<file path="config.mk">
export PLATFORM = sky130hd
export DESIGN_NAME = action_queue_adapter
export DESIGN_NICKNAME = d
export VERILOG_FILES = /design/src/rtl/aq_pkg.sv /design/src/rtl/aq_fifo.sv /design/src/rtl/aq_regs.sv /design/src/rtl/aq_irq.sv /design/src/rtl/action_queue_adapter.sv
export SDC_FILE = /design/constraint.sdc
export NUM_CORES = 2
export LEC_CHECK = 0
export BUFFER_PORTS_ARGS = -buffer_cell sky130_fd_sc_hd__buf_2
export CORE_UTILIZATION = 37
export CTS_CLUSTER_DIAMETER = 50
export DETAILED_ROUTE_END_ITERATION = 10
export PLACE_DENSITY = 0.51
export SLEW_MARGIN = 25
export SYNTH_ARGS = -nofsm -noshare
export SYNTH_HDL_FRONTEND = slang
export SYNTH_HIERARCHICAL = 1
export SYNTH_SLANG_ARGS = --single-unit
</file>
<file path="constraint.sdc">
create_clock -name clk -period 39.9 [get_ports clk]
set_input_delay 7.98 -clock clk [delete_from_list [all_inputs] [get_ports clk]]
set_output_delay 7.98 -clock clk [all_outputs]
set_load 0.05 [all_outputs]
</file>
<file path="src/rtl/aq_pkg.sv">
// Package: shared record type and register word indices for the action
// queue adapter. Word indices are byte offset bits 5:2 of the window.
package aq_pkg;

    typedef struct packed {
        logic [63:0] evt;
        logic [63:0] prm;
        logic [31:0] tag;
        logic [31:0] tef;
        logic [63:0] tstamp;
        logic        late;
        logic        conflict;
    } aq_rec_t;

    localparam logic [3:0] W_CTRL  = 4'h0;
    localparam logic [3:0] W_MASK  = 4'h1;
    localparam logic [3:0] W_ARRA  = 4'h2;
    localparam logic [3:0] W_OVFA  = 4'h3;
    localparam logic [3:0] W_QCNT  = 4'h4;
    localparam logic [3:0] W_DROP  = 4'h5;
    localparam logic [3:0] W_META  = 4'h6;
    localparam logic [3:0] W_FLAG  = 4'h7;
    localparam logic [3:0] W_EVTH  = 4'h8;
    localparam logic [3:0] W_EVTL  = 4'h9;
    localparam logic [3:0] W_PRMH  = 4'hA;
    localparam logic [3:0] W_PRML  = 4'hB;
    localparam logic [3:0] W_TAG   = 4'hC;
    localparam logic [3:0] W_TEF   = 4'hD;
    localparam logic [3:0] W_TIMH  = 4'hE;
    localparam logic [3:0] W_TIML  = 4'hF;

endpackage

</file>
<file path="src/rtl/aq_fifo.sv">
// Module: aq_fifo
// Circular record store with an occupancy counter. A push on a full store
// and a pop on an empty store are both ignored. The head record is shown
// combinationally on rd_rec; its content is meaningless while empty.
// Assumes: DEPTH_LOG2 >= 1.
module aq_fifo
    import aq_pkg::*;
#(
    parameter int DEPTH_LOG2 = 3
) (
    input  logic                clk,
    input  logic                rst_n,
    input  logic                push,
    input  aq_rec_t             wr_rec,
    input  logic                pop,
    output aq_rec_t             rd_rec,
    output logic [DEPTH_LOG2:0] count,
    output logic                full,
    output logic                empty
);
    localparam int DEPTH = 1 << DEPTH_LOG2;

    aq_rec_t                 mem [DEPTH];
    logic [DEPTH_LOG2-1:0]   wptr;
    logic [DEPTH_LOG2-1:0]   rptr;
    logic                    do_push;
    logic                    do_pop;

    assign full    = (count == (DEPTH_LOG2+1)'(DEPTH));
    assign empty   = (count == '0);
    assign do_push = push && !full;
    assign do_pop  = pop && !empty;
    assign rd_rec  = mem[rptr];

    // Storage write; the array carries no reset, validity comes from count.
    always_ff @(posedge clk) begin
        if (do_push) mem[wptr] <= wr_rec;
    end

    // Pointer and occupancy update.
    always_ff @(posedge clk) begin
        if (!rst_n) begin
            wptr  <= '0;
            rptr  <= '0;
            count <= '0;
        end else begin
            if (do_push) wptr <= wptr + 1'b1;
            if (do_pop)  rptr <= rptr + 1'b1;
            case ({do_push, do_pop})
                2'b10:   count <= count + 1'b1;
                2'b01:   count <= count - 1'b1;
                default: count <= count;
            endcase
        end
    end

endmodule

</file>
<file path="src/rtl/aq_regs.sv">
// Module: aq_regs
// Register window decode. Holds the interrupt mask, both interrupt target
// addresses and the saturating dropped counter; generates the pop command
// and returns read data one cycle after the strobe.
// Assumes: s_stb is a single-cycle pulse per access, DROP_W <= 32.
module aq_regs
    import aq_pkg::*;
#(
    parameter int DEPTH_LOG2 = 3,
    parameter int DROP_W     = 8
) (
    input  logic                clk,
    input  logic                rst_n,
    input  logic                s_stb,
    input  logic                s_we,
    input  logic [3:0]          s_addr,
    input  logic [31:0]         s_wdata,
    output logic                s_ack,
    output logic [31:0]         s_rdata,
    input  aq_rec_t             head,
    input  logic [DEPTH_LOG2:0] q_count,
    input  logic [7:0]          unit_idx,
    input  logic [7:0]          chan_idx,
    input  logic                drop_evt,
    output logic                pop_cmd,
    output logic                arr_en,
    output logic                ovf_en,
    output logic [31:0]         arr_addr,
    output logic [31:0]         ovf_addr,
    output logic [DROP_W-1:0]   drop_cnt
);
    localparam int          DEPTH    = 1 << DEPTH_LOG2;
    localparam logic [15:0] CAPACITY = 16'(DEPTH);
    localparam logic [DROP_W-1:0] DROP_MAX = {DROP_W{1'b1}};

    logic        wr;
    logic        has_rec;
    logic [31:0] rd_next;

    assign wr      = s_stb && s_we;
    assign has_rec = (q_count != '0);
    assign pop_cmd = wr && (s_addr == W_CTRL) && s_wdata[0];

    // Read data selection for the addressed word.
    always_comb begin
        rd_next = '0;
        unique case (s_addr)
            W_CTRL: rd_next = {CAPACITY, 16'h0000};
            W_MASK: rd_next = {30'd0, ovf_en, arr_en};
            W_ARRA: rd_next = arr_addr;
            W_OVFA: rd_next = ovf_addr;
            W_QCNT: rd_next = 32'(q_count);
            W_DROP: rd_next = 32'(drop_cnt);
            W_META: rd_next = {unit_idx, chan_idx, 16'h0000};
            W_FLAG: rd_next = has_rec ? {30'd0, head.conflict, head.late} : '0;
            W_EVTH: rd_next = has_rec ? head.evt[63:32]    : '0;
            W_EVTL: rd_next = has_rec ? head.evt[31:0]     : '0;
            W_PRMH: rd_next = has_rec ? head.prm[63:32]    : '0;
            W_PRML: rd_next = has_rec ? head.prm[31:0]     : '0;
            W_TAG:  rd_next = has_rec ? head.tag           : '0;
            W_TEF:  rd_next = has_rec ? head.tef           : '0;
            W_TIMH: rd_next = has_rec ? head.tstamp[63:32] : '0;
            W_TIML: rd_next = has_rec ? head.tstamp[31:0]  : '0;
            default: rd_next = '0;
        endcase
    end

    // Acknowledge and read data register, one cycle behind the strobe.
    always_ff @(posedge clk) begin
        if (!rst_n) begin
            s_ack   <= 1'b0;
            s_rdata <= '0;
        end else begin
            s_ack   <= s_stb;
            if (s_stb && !s_we) s_rdata <= rd_next;
        end
    end

    // Software-writable configuration registers.
    always_ff @(posedge clk) begin
        if (!rst_n) begin
            arr_en   <= 1'b0;
            ovf_en   <= 1'b0;
            arr_addr <= '0;
            ovf_addr <= '0;
        end else if (wr) begin
            if (s_addr == W_MASK) begin
                arr_en <= s_wdata[0];
                ovf_en <= s_wdata[1];
            end
            if (s_addr == W_ARRA) arr_addr <= s_wdata;
            if (s_addr == W_OVFA) ovf_addr <= s_wdata;
        end
    end

    // Dropped counter: a software write wins, otherwise saturating increment.
    always_ff @(posedge clk) begin
        if (!rst_n) begin
            drop_cnt <= '0;
        end else if (wr && s_addr == W_DROP) begin
            drop_cnt <= s_wdata[DROP_W-1:0];
        end else if (drop_evt && drop_cnt != DROP_MAX) begin
            drop_cnt <= drop_cnt + 1'b1;
        end
    end

endmodule

</file>
<file path="src/rtl/aq_irq.sv">
// Module: aq_irq
// Interrupt message generator. Each source keeps one sticky pending bit
// (repeated events coalesce). When the master port is idle, a pending
// source is launched as one write; overflow has priority over arrival.
// The request holds address and data until acknowledged.
// Assumes: m_ack is only meaningful while m_req is high.
module aq_irq (
    input  logic        clk,
    input  logic        rst_n,
    input  logic        arr_evt,
    input  logic        ovf_evt,
    input  logic        arr_en,
    input  logic        ovf_en,
    input  logic [31:0] arr_addr,
    input  logic [31:0] ovf_addr,
    input  logic [31:0] arr_data,
    input  logic [31:0] ovf_data,
    input  logic        m_ack,
    output logic        m_req,
    output logic [31:0] m_addr,
    output logic [31:0] m_data
);
    logic arr_pend;
    logic ovf_pend;
    logic go_ovf;
    logic go_arr;

    assign go_ovf = !m_req && ovf_pend;
    assign go_arr = !m_req && !ovf_pend && arr_pend;

    // Pending bits: set by an enabled event, cleared on launch or disable.
    always_ff @(posedge clk) begin
        if (!rst_n) begin
            arr_pend <= 1'b0;
            ovf_pend <= 1'b0;
        end else begin
            arr_pend <= arr_en && ((arr_pend && !go_arr) || arr_evt);
            ovf_pend <= ovf_en && ((ovf_pend && !go_ovf) || ovf_evt);
        end
    end

    // Master request: launch a pending source, release on acknowledge.
    always_ff @(posedge clk) begin
        if (!rst_n) begin
            m_req  <= 1'b0;
            m_addr <= '0;
            m_data <= '0;
        end else if (m_req) begin
            if (m_ack) m_req <= 1'b0;
        end else if (go_ovf) begin
            m_req  <= 1'b1;
            m_addr <= ovf_addr;
            m_data <= ovf_data;
        end else if (go_arr) begin
            m_req  <= 1'b1;
            m_addr <= arr_addr;
            m_data <= arr_data;
        end
    end

endmodule

</file>
<file path="src/rtl/action_queue_adapter.sv">
// Module: action_queue_adapter (top)
// Buffers timed action records from one channel in a FIFO, exposes the
// head record through a 32-bit register window, drops and counts records
// that find the FIFO full, and reports arrivals and overflows as master
// writes to programmable addresses.
// Assumes: unit_idx/chan_idx static; one clock domain; DROP_W <= 32.
module action_queue_adapter
    import aq_pkg::*;
#(
    parameter int DEPTH_LOG2 = 3,
    parameter int DROP_W     = 8
) (
    input  logic        clk,
    input  logic        rst_n,
    input  logic        in_valid,
    input  logic [63:0] in_event,
    input  logic [63:0] in_param,
    input  logic [31:0] in_tag,
    input  logic [31:0] in_tef,
    input  logic [63:0] in_time,
    input  logic        in_late,
    input  logic        in_conflict,
    input  logic [7:0]  unit_idx,
    input  logic [7:0]  chan_idx,
    input  logic        s_stb,
    input  logic        s_we,
    input  logic [3:0]  s_addr,
    input  logic [31:0] s_wdata,
    output logic        s_ack,
    output logic [31:0] s_rdata,
    output logic        m_req,
    output logic [31:0] m_addr,
    output logic [31:0] m_data,
    input  logic        m_ack
);
    aq_rec_t               in_rec;
    aq_rec_t               head;
    logic [DEPTH_LOG2:0]   q_count;
    logic                  q_full;
    logic                  q_empty;
    logic                  pop_cmd;
    logic                  arr_evt;
    logic                  drop_evt;
    logic                  arr_en;
    logic                  ovf_en;
    logic [31:0]           arr_addr;
    logic [31:0]           ovf_addr;
    logic [DROP_W-1:0]     drop_cnt;

    assign in_rec   = '{evt: in_event, prm: in_param, tag: in_tag, tef: in_tef,
                        tstamp: in_time, late: in_late, conflict: in_conflict};
    assign arr_evt  = in_valid && !q_full;
    assign drop_evt = in_valid && q_full;

    aq_fifo #(.DEPTH_LOG2(DEPTH_LOG2)) fifo_i (
        .clk    (clk),
        .rst_n  (rst_n),
        .push   (in_valid),
        .wr_rec (in_rec),
        .pop    (pop_cmd),
        .rd_rec (head),
        .count  (q_count),
        .full   (q_full),
        .empty  (q_empty)
    );

    aq_regs #(.DEPTH_LOG2(DEPTH_LOG2), .DROP_W(DROP_W)) regs_i (
        .clk      (clk),
        .rst_n    (rst_n),
        .s_stb    (s_stb),
        .s_we     (s_we),
        .s_addr   (s_addr),
        .s_wdata  (s_wdata),
        .s_ack    (s_ack),
        .s_rdata  (s_rdata),
        .head     (head),
        .q_count  (q_count),
        .unit_idx (unit_idx),
        .chan_idx (chan_idx),
        .drop_evt (drop_evt),
        .pop_cmd  (pop_cmd),
        .arr_en   (arr_en),
        .ovf_en   (ovf_en),
        .arr_addr (arr_addr),
        .ovf_addr (ovf_addr),
        .drop_cnt (drop_cnt)
    );

    aq_irq irq_i (
        .clk      (clk),
        .rst_n    (rst_n),
        .arr_evt  (arr_evt),
        .ovf_evt  (drop_evt),
        .arr_en   (arr_en),
        .ovf_en   (ovf_en),
        .arr_addr (arr_addr),
        .ovf_addr (ovf_addr),
        .arr_data (32'(q_count)),
        .ovf_data (32'(drop_cnt)),
        .m_ack    (m_ack),
        .m_req    (m_req),
        .m_addr   (m_addr),
        .m_data   (m_data)
    );

endmodule

</file>
==> impl_metrics.py <==
metrics = {
    "outcome": {
        "run_status": "finished clean",
    },
    "pwr": {
        "leakage_uw": 0.0322,
        "vdd_drop_max_mv": 0.0298,
        "seq_power_share_pct": 49.7,
        "p_sw_uw": 1110,
        "fin_total_pwr_uw": 5300,
        "power_frac_clock_pct": 46.7,
        "power.combinational.fraction_pct": 3.7,
        "pwr_density_cell_nw_per_um2": 51.4,
        "internal-power_uw": 4190,
        "netSwitchingFraction_pct": 20.9,
    },
    "cts": {
        "clk_tree_root_cell": "sky130_fd_sc_hd__clkbuf_16",
        "cts_max_level": 5,
        "post_cts_hold_buffer_count": 0,
        "worst_setup_hold_path_clk_slew_ns": 0.05,
        "cts_inserted_buffers": 290,
        "clk-insertion-delay-late_ns": 0.92,
        "clock_tree_from_tritoncts": "done",
        "clock_sink_count": 2251,
        "post_cts_resized": 0,
        "clockBufferDepth": 4,
        "cts_post_setup_buffers_inserted": 0,
    },
    "setup_path": {
        "required_time_worst_endpoint_ns": 40.39,
        "setup.worst_path.start": "in_valid",
        "setup.reg_to_reg.worst_slack_ns": 33.20,
        "reg2reg_depth": 9,
        "cp_common_cell": "sky130_fd_sc_hd__buf_4",
        "critical_path.endpoint": "fifo_i/mem[1][177]",
        "critical_path.slowest_cell": "sky130_fd_sc_hd__buf_4",
        "critPathMaxFanout": 47,
        "endpoint_of_the_worst_slack_reg_to_reg_timing_path": "regs_i/s_rdata[13]",
        "worst-setup-path-type": "in -> reg",
        "end_kind": "flop",
        "timing.critical_path.arrival_ns": 11.64,
        "critPathMaxStageDelay_ns": 0.78,
        "cp_cell_sequence": "buf_2, nand3_1, nor3_2, buf_4, buf_4, buf_4, buf_4",
        "critPathLaunchType": "input port",
    },
    "routing": {
        "wl_um": 234000,
        "wire_per_inst_um": 29.0,
        "initial_drt_pass_iterations": 6,
        "first_iter_violations": 3585,
        "antenna_violating_nets_post_route": 0,
        "detail_route.drc_violations": 0,
        "routed_via_density": 5.34,
        "routed-via-count": 43200,
    },
    "timing": {
        "finalMaxSlewViolations": 0,
        "min_period_over_period_pct": 27.9,
        "rsz0062_at_grt": "no",
        "final-setup-viol-count": 0,
        "setup-tns-final_ns": 0,
        "clock-skew-final_ns": 0.0671,
        "slew_headroom_pct": 27.3,
        "timing_worst_slew_pin_value_ns": 1.09,
        "maxClockFrequency_mhz": 89.7,
        "fin_crit_ns": 11.15,
        "final_report_hold_violation_count": 0,
    },
    "grt": {
        "grt_usage_pct": 19.4,
        "number_of_antenna_violations_at_the_first_check_in_global_routing": 130,
        "grt_pass1_wl_um": 335000,
        "gr-total-overflow": 0,
        "grt_pass1_vias": 44300,
        "grt_start_max_net_pins": 124,
    },
    "yosys": {
        "synthXorXnorAreaFrac_pct": 0.0992,
        "syn-mean-instance-area_um2": 21.3,
        "synth_enable_flop_cells": 2064,
        "synth_top_family_by_area": "multiplexers",
        "synth_top_flop_cell": "sky130_fd_sc_hd__edfxtp_1",
        "netlist_area_pre_place_um2": 88300,
        "yosysSeqAreaShare_pct": 74.5,
        "synth.yosys.warnings": 6,
        "ys_ff_latch": 2251,
        "synthesis.instances": 4138,
        "yosys.cell_types.count": 76,
        "post_synth_mux_area_share_pct": 18.5,
        "synth_compound_area_share_pct": 3.39,
        "synth_fa_ha_area_share_pct": 0.0851,
        "fraction_of_synthesis_flops_using_an_asynchronous_set_or_reset_pin_pct": 0,
        "simple_gate_share_of_the_synthesized_area_pct": 1.77,
    },
    "placement": {
        "globalplace.congestion": 0.788,
        "numPortBuffers": 413,
        "dp_hpwl_um": 140000,
    },
    "layout": {
        "p_r_area_growth_vs_syn_pct": 16.7,
        "layout.nets": 5037,
        "post_route_cells_drive_above_1_share_pct": 36.7,
    },
    "die": {
        "placementRows": 178,
        "core_area_um2": 236000,
        "die-height_um": 490,
        "pin_count": 414,
        "start_util_pct": 37.4,
        "die-width_um": 490,
        "floorplan_die_area_um2": 241000,
    },
    "flow_run": {
        "maxCapViolations": 0,
    },
    "hold_path": {
        "class_of_the_tightest_hold_or_removal_check": "reg -> reg",
    },
}
[how the worst min path moves through the flow]
| stage | depth (start not counted) | start | end | slack (ns) |
|---|---|---|---|---|
| 6_report | 2 | regs_i/arr_addr[6] | regs_i/arr_addr[6] | 0.47 |
| 5_1_grt | 2 | regs_i/ovf_addr[28] | regs_i/ovf_addr[28] | 0.48 |
| 4_1_cts | 2 | regs_i/ovf_en | irq_i/ovf_pend | 0.47 |
| 3_5_place_dp | 2 | regs_i/ovf_en | irq_i/ovf_pend | 0.45 |
| 3_3_place_gp | 2 | regs_i/arr_addr[4] | regs_i/arr_addr[4] | 0.46 |
| 2_1_floorplan | 2 | regs_i/arr_en | irq_i/arr_pend | 0.42 |
[power by group through the flow]
stage	sequential [uW]	combinational (uW)	clock (uW)
2_1_floorplan	2700	86.0	0
3_3_place_gp	2680	195	0
3_5_place_dp	2680	198	0
4_1_cts	2630	199	2530
5_1_grt	2630	207	2630
6_report	2630	194	2470
[registers in the layout (all words and copies together) (netlist names), named ones only]
register         count
irq_i/arr_pend       1
regs_i/arr_en        1
regs_i/ovf_addr     32
fifo_i/rptr          3
irq_i/m_addr        32
irq_i/m_req          1
irq_i/m_data        32
fifo_i/wptr          3
regs_i/s_rdata      32
regs_i/drop_cnt      8
fifo_i/mem        2064
fifo_i/count         4
regs_i/ovf_en        1
regs_i/s_ack         1
regs_i/arr_addr     32
irq_i/ovf_pend       1
[cells in the mapped netlist, types with 10 or more instances]
| master | instances | area (um2) |
|---|---|---|
| sky130_fd_sc_hd__edfxtp_1 | 2064 | 62000 |
| sky130_fd_sc_hd__mux4_2 | 541 | 12200 |
| sky130_fd_sc_hd__mux2_2 | 270 | 3040 |
| sky130_fd_sc_hd__nand2_1 | 231 | 867 |
| sky130_fd_sc_hd__dfxtp_1 | 187 | 3740 |
| sky130_fd_sc_hd__mux2i_1 | 93 | 931 |
| sky130_fd_sc_hd__clkbuf_1 | 92 | 345 |
| sky130_fd_sc_hd__buf_2 | 86 | 430 |
| sky130_fd_sc_hd__a21oi_1 | 84 | 420 |
| sky130_fd_sc_hd__o32ai_2 | 60 | 976 |
| sky130_fd_sc_hd__a22oi_1 | 59 | 443 |
| sky130_fd_sc_hd__a221oi_1 | 38 | 333 |
| sky130_fd_sc_hd__buf_6 | 32 | 360 |
| sky130_fd_sc_hd__o21ai_0 | 28 | 140 |
| sky130_fd_sc_hd__buf_4 | 24 | 180 |
| sky130_fd_sc_hd__o211ai_1 | 20 | 150 |
| sky130_fd_sc_hd__a22o_1 | 19 | 166 |
| sky130_fd_sc_hd__nand3_1 | 16 | 80.1 |
| sky130_fd_sc_hd__buf_1 | 13 | 48.8 |
| sky130_fd_sc_hd__nor3_1 | 13 | 65.1 |
| sky130_fd_sc_hd__nor2_1 | 12 | 45.0 |
| sky130_fd_sc_hd__mux2_4 | 10 | 150 |
| sky130_fd_sc_hd__nand2b_1 | 10 | 62.6 |
[through the flow]
stage | utilization, % | instance area [um2] | hold WS (ns) | worst slack [ns] | std cells
2_1_floorplan | - | 88500 | 0.424 | 12.95 | 4189
3_3_place_gp | 39.7 | 93700 | 0.455 | 27.72 | 7565
3_5_place_dp | 39.7 | 93800 | 0.453 | 27.74 | 7568
4_1_cts | 43.6 | 103000 | 0.465 | 28.68 | 8067
5_1_grt | 43.6 | 103000 | 0.482 | 28.58 | 8074
6_report | 43.6 | 103000 | 0.468 | 28.75 | 8089
[worst max-delay path, delay by kind of cell]
kind	cells	cell delay (ns)
buf+inv	5	3.04
simple gates	2	0.50
[layer usage]
layer	share of wire [%]	vias up	track usage, %
met5	0.19	-	0
met4	2.0	72	4.31
met3	6.6	428	4.79
met2	48	1351	31.5
met1	43	22900	26.2
li1	-	18500	-
[cell families after synthesis]
family | Yosys count
flops | 2251
mux | 914
compound gates | 357
simple gates | 336
buf+inv | 263
xor+xnor | 10
fa+ha+maj | 6
other cells | 1
[cell usage in the layout (no fill, tap or decap), drive strengths merged, types with 14 or more instances in the layout]
cell | Yosys | final
a221oi | 38 | 38
o32ai | 66 | 66
dfxtp | 187 | 187
edfxtp | 2064 | 2064
o211ai | 20 | 20
a22o | 19 | 19
nor2 | 14 | 14
nand3 | 16 | 16
mux4 | 541 | 541
inv | 8 | 24
buf | 160 | 489
clkinv | 0 | 79
a22oi | 59 | 59
mux2 | 280 | 280
mux2i | 93 | 93
diode | 0 | 17
clkbuf | 95 | 367
o21ai | 35 | 35
bufinv | 0 | 18
a21oi | 84 | 84
conb | 1 | 52
nand2 | 232 | 232
clkinvlp | 0 | 19
[cell type report]
| type | instances | area, um2 |
|---|---|---|
| clock inverter | 132 | 1230 |
| multi-input combinational | 1675 | 21300 |
| tap | 3150 | 3940 |
| timing repair buffer | 489 | 2930 |
| inverter | 8 | 31.3 |
| sequential | 2251 | 65700 |
| fill | 20400 | 133000 |
| antenna | 17 | 42.5 |
| clock buffer | 367 | 7830 |
Power figures use the tool's default switching activity.
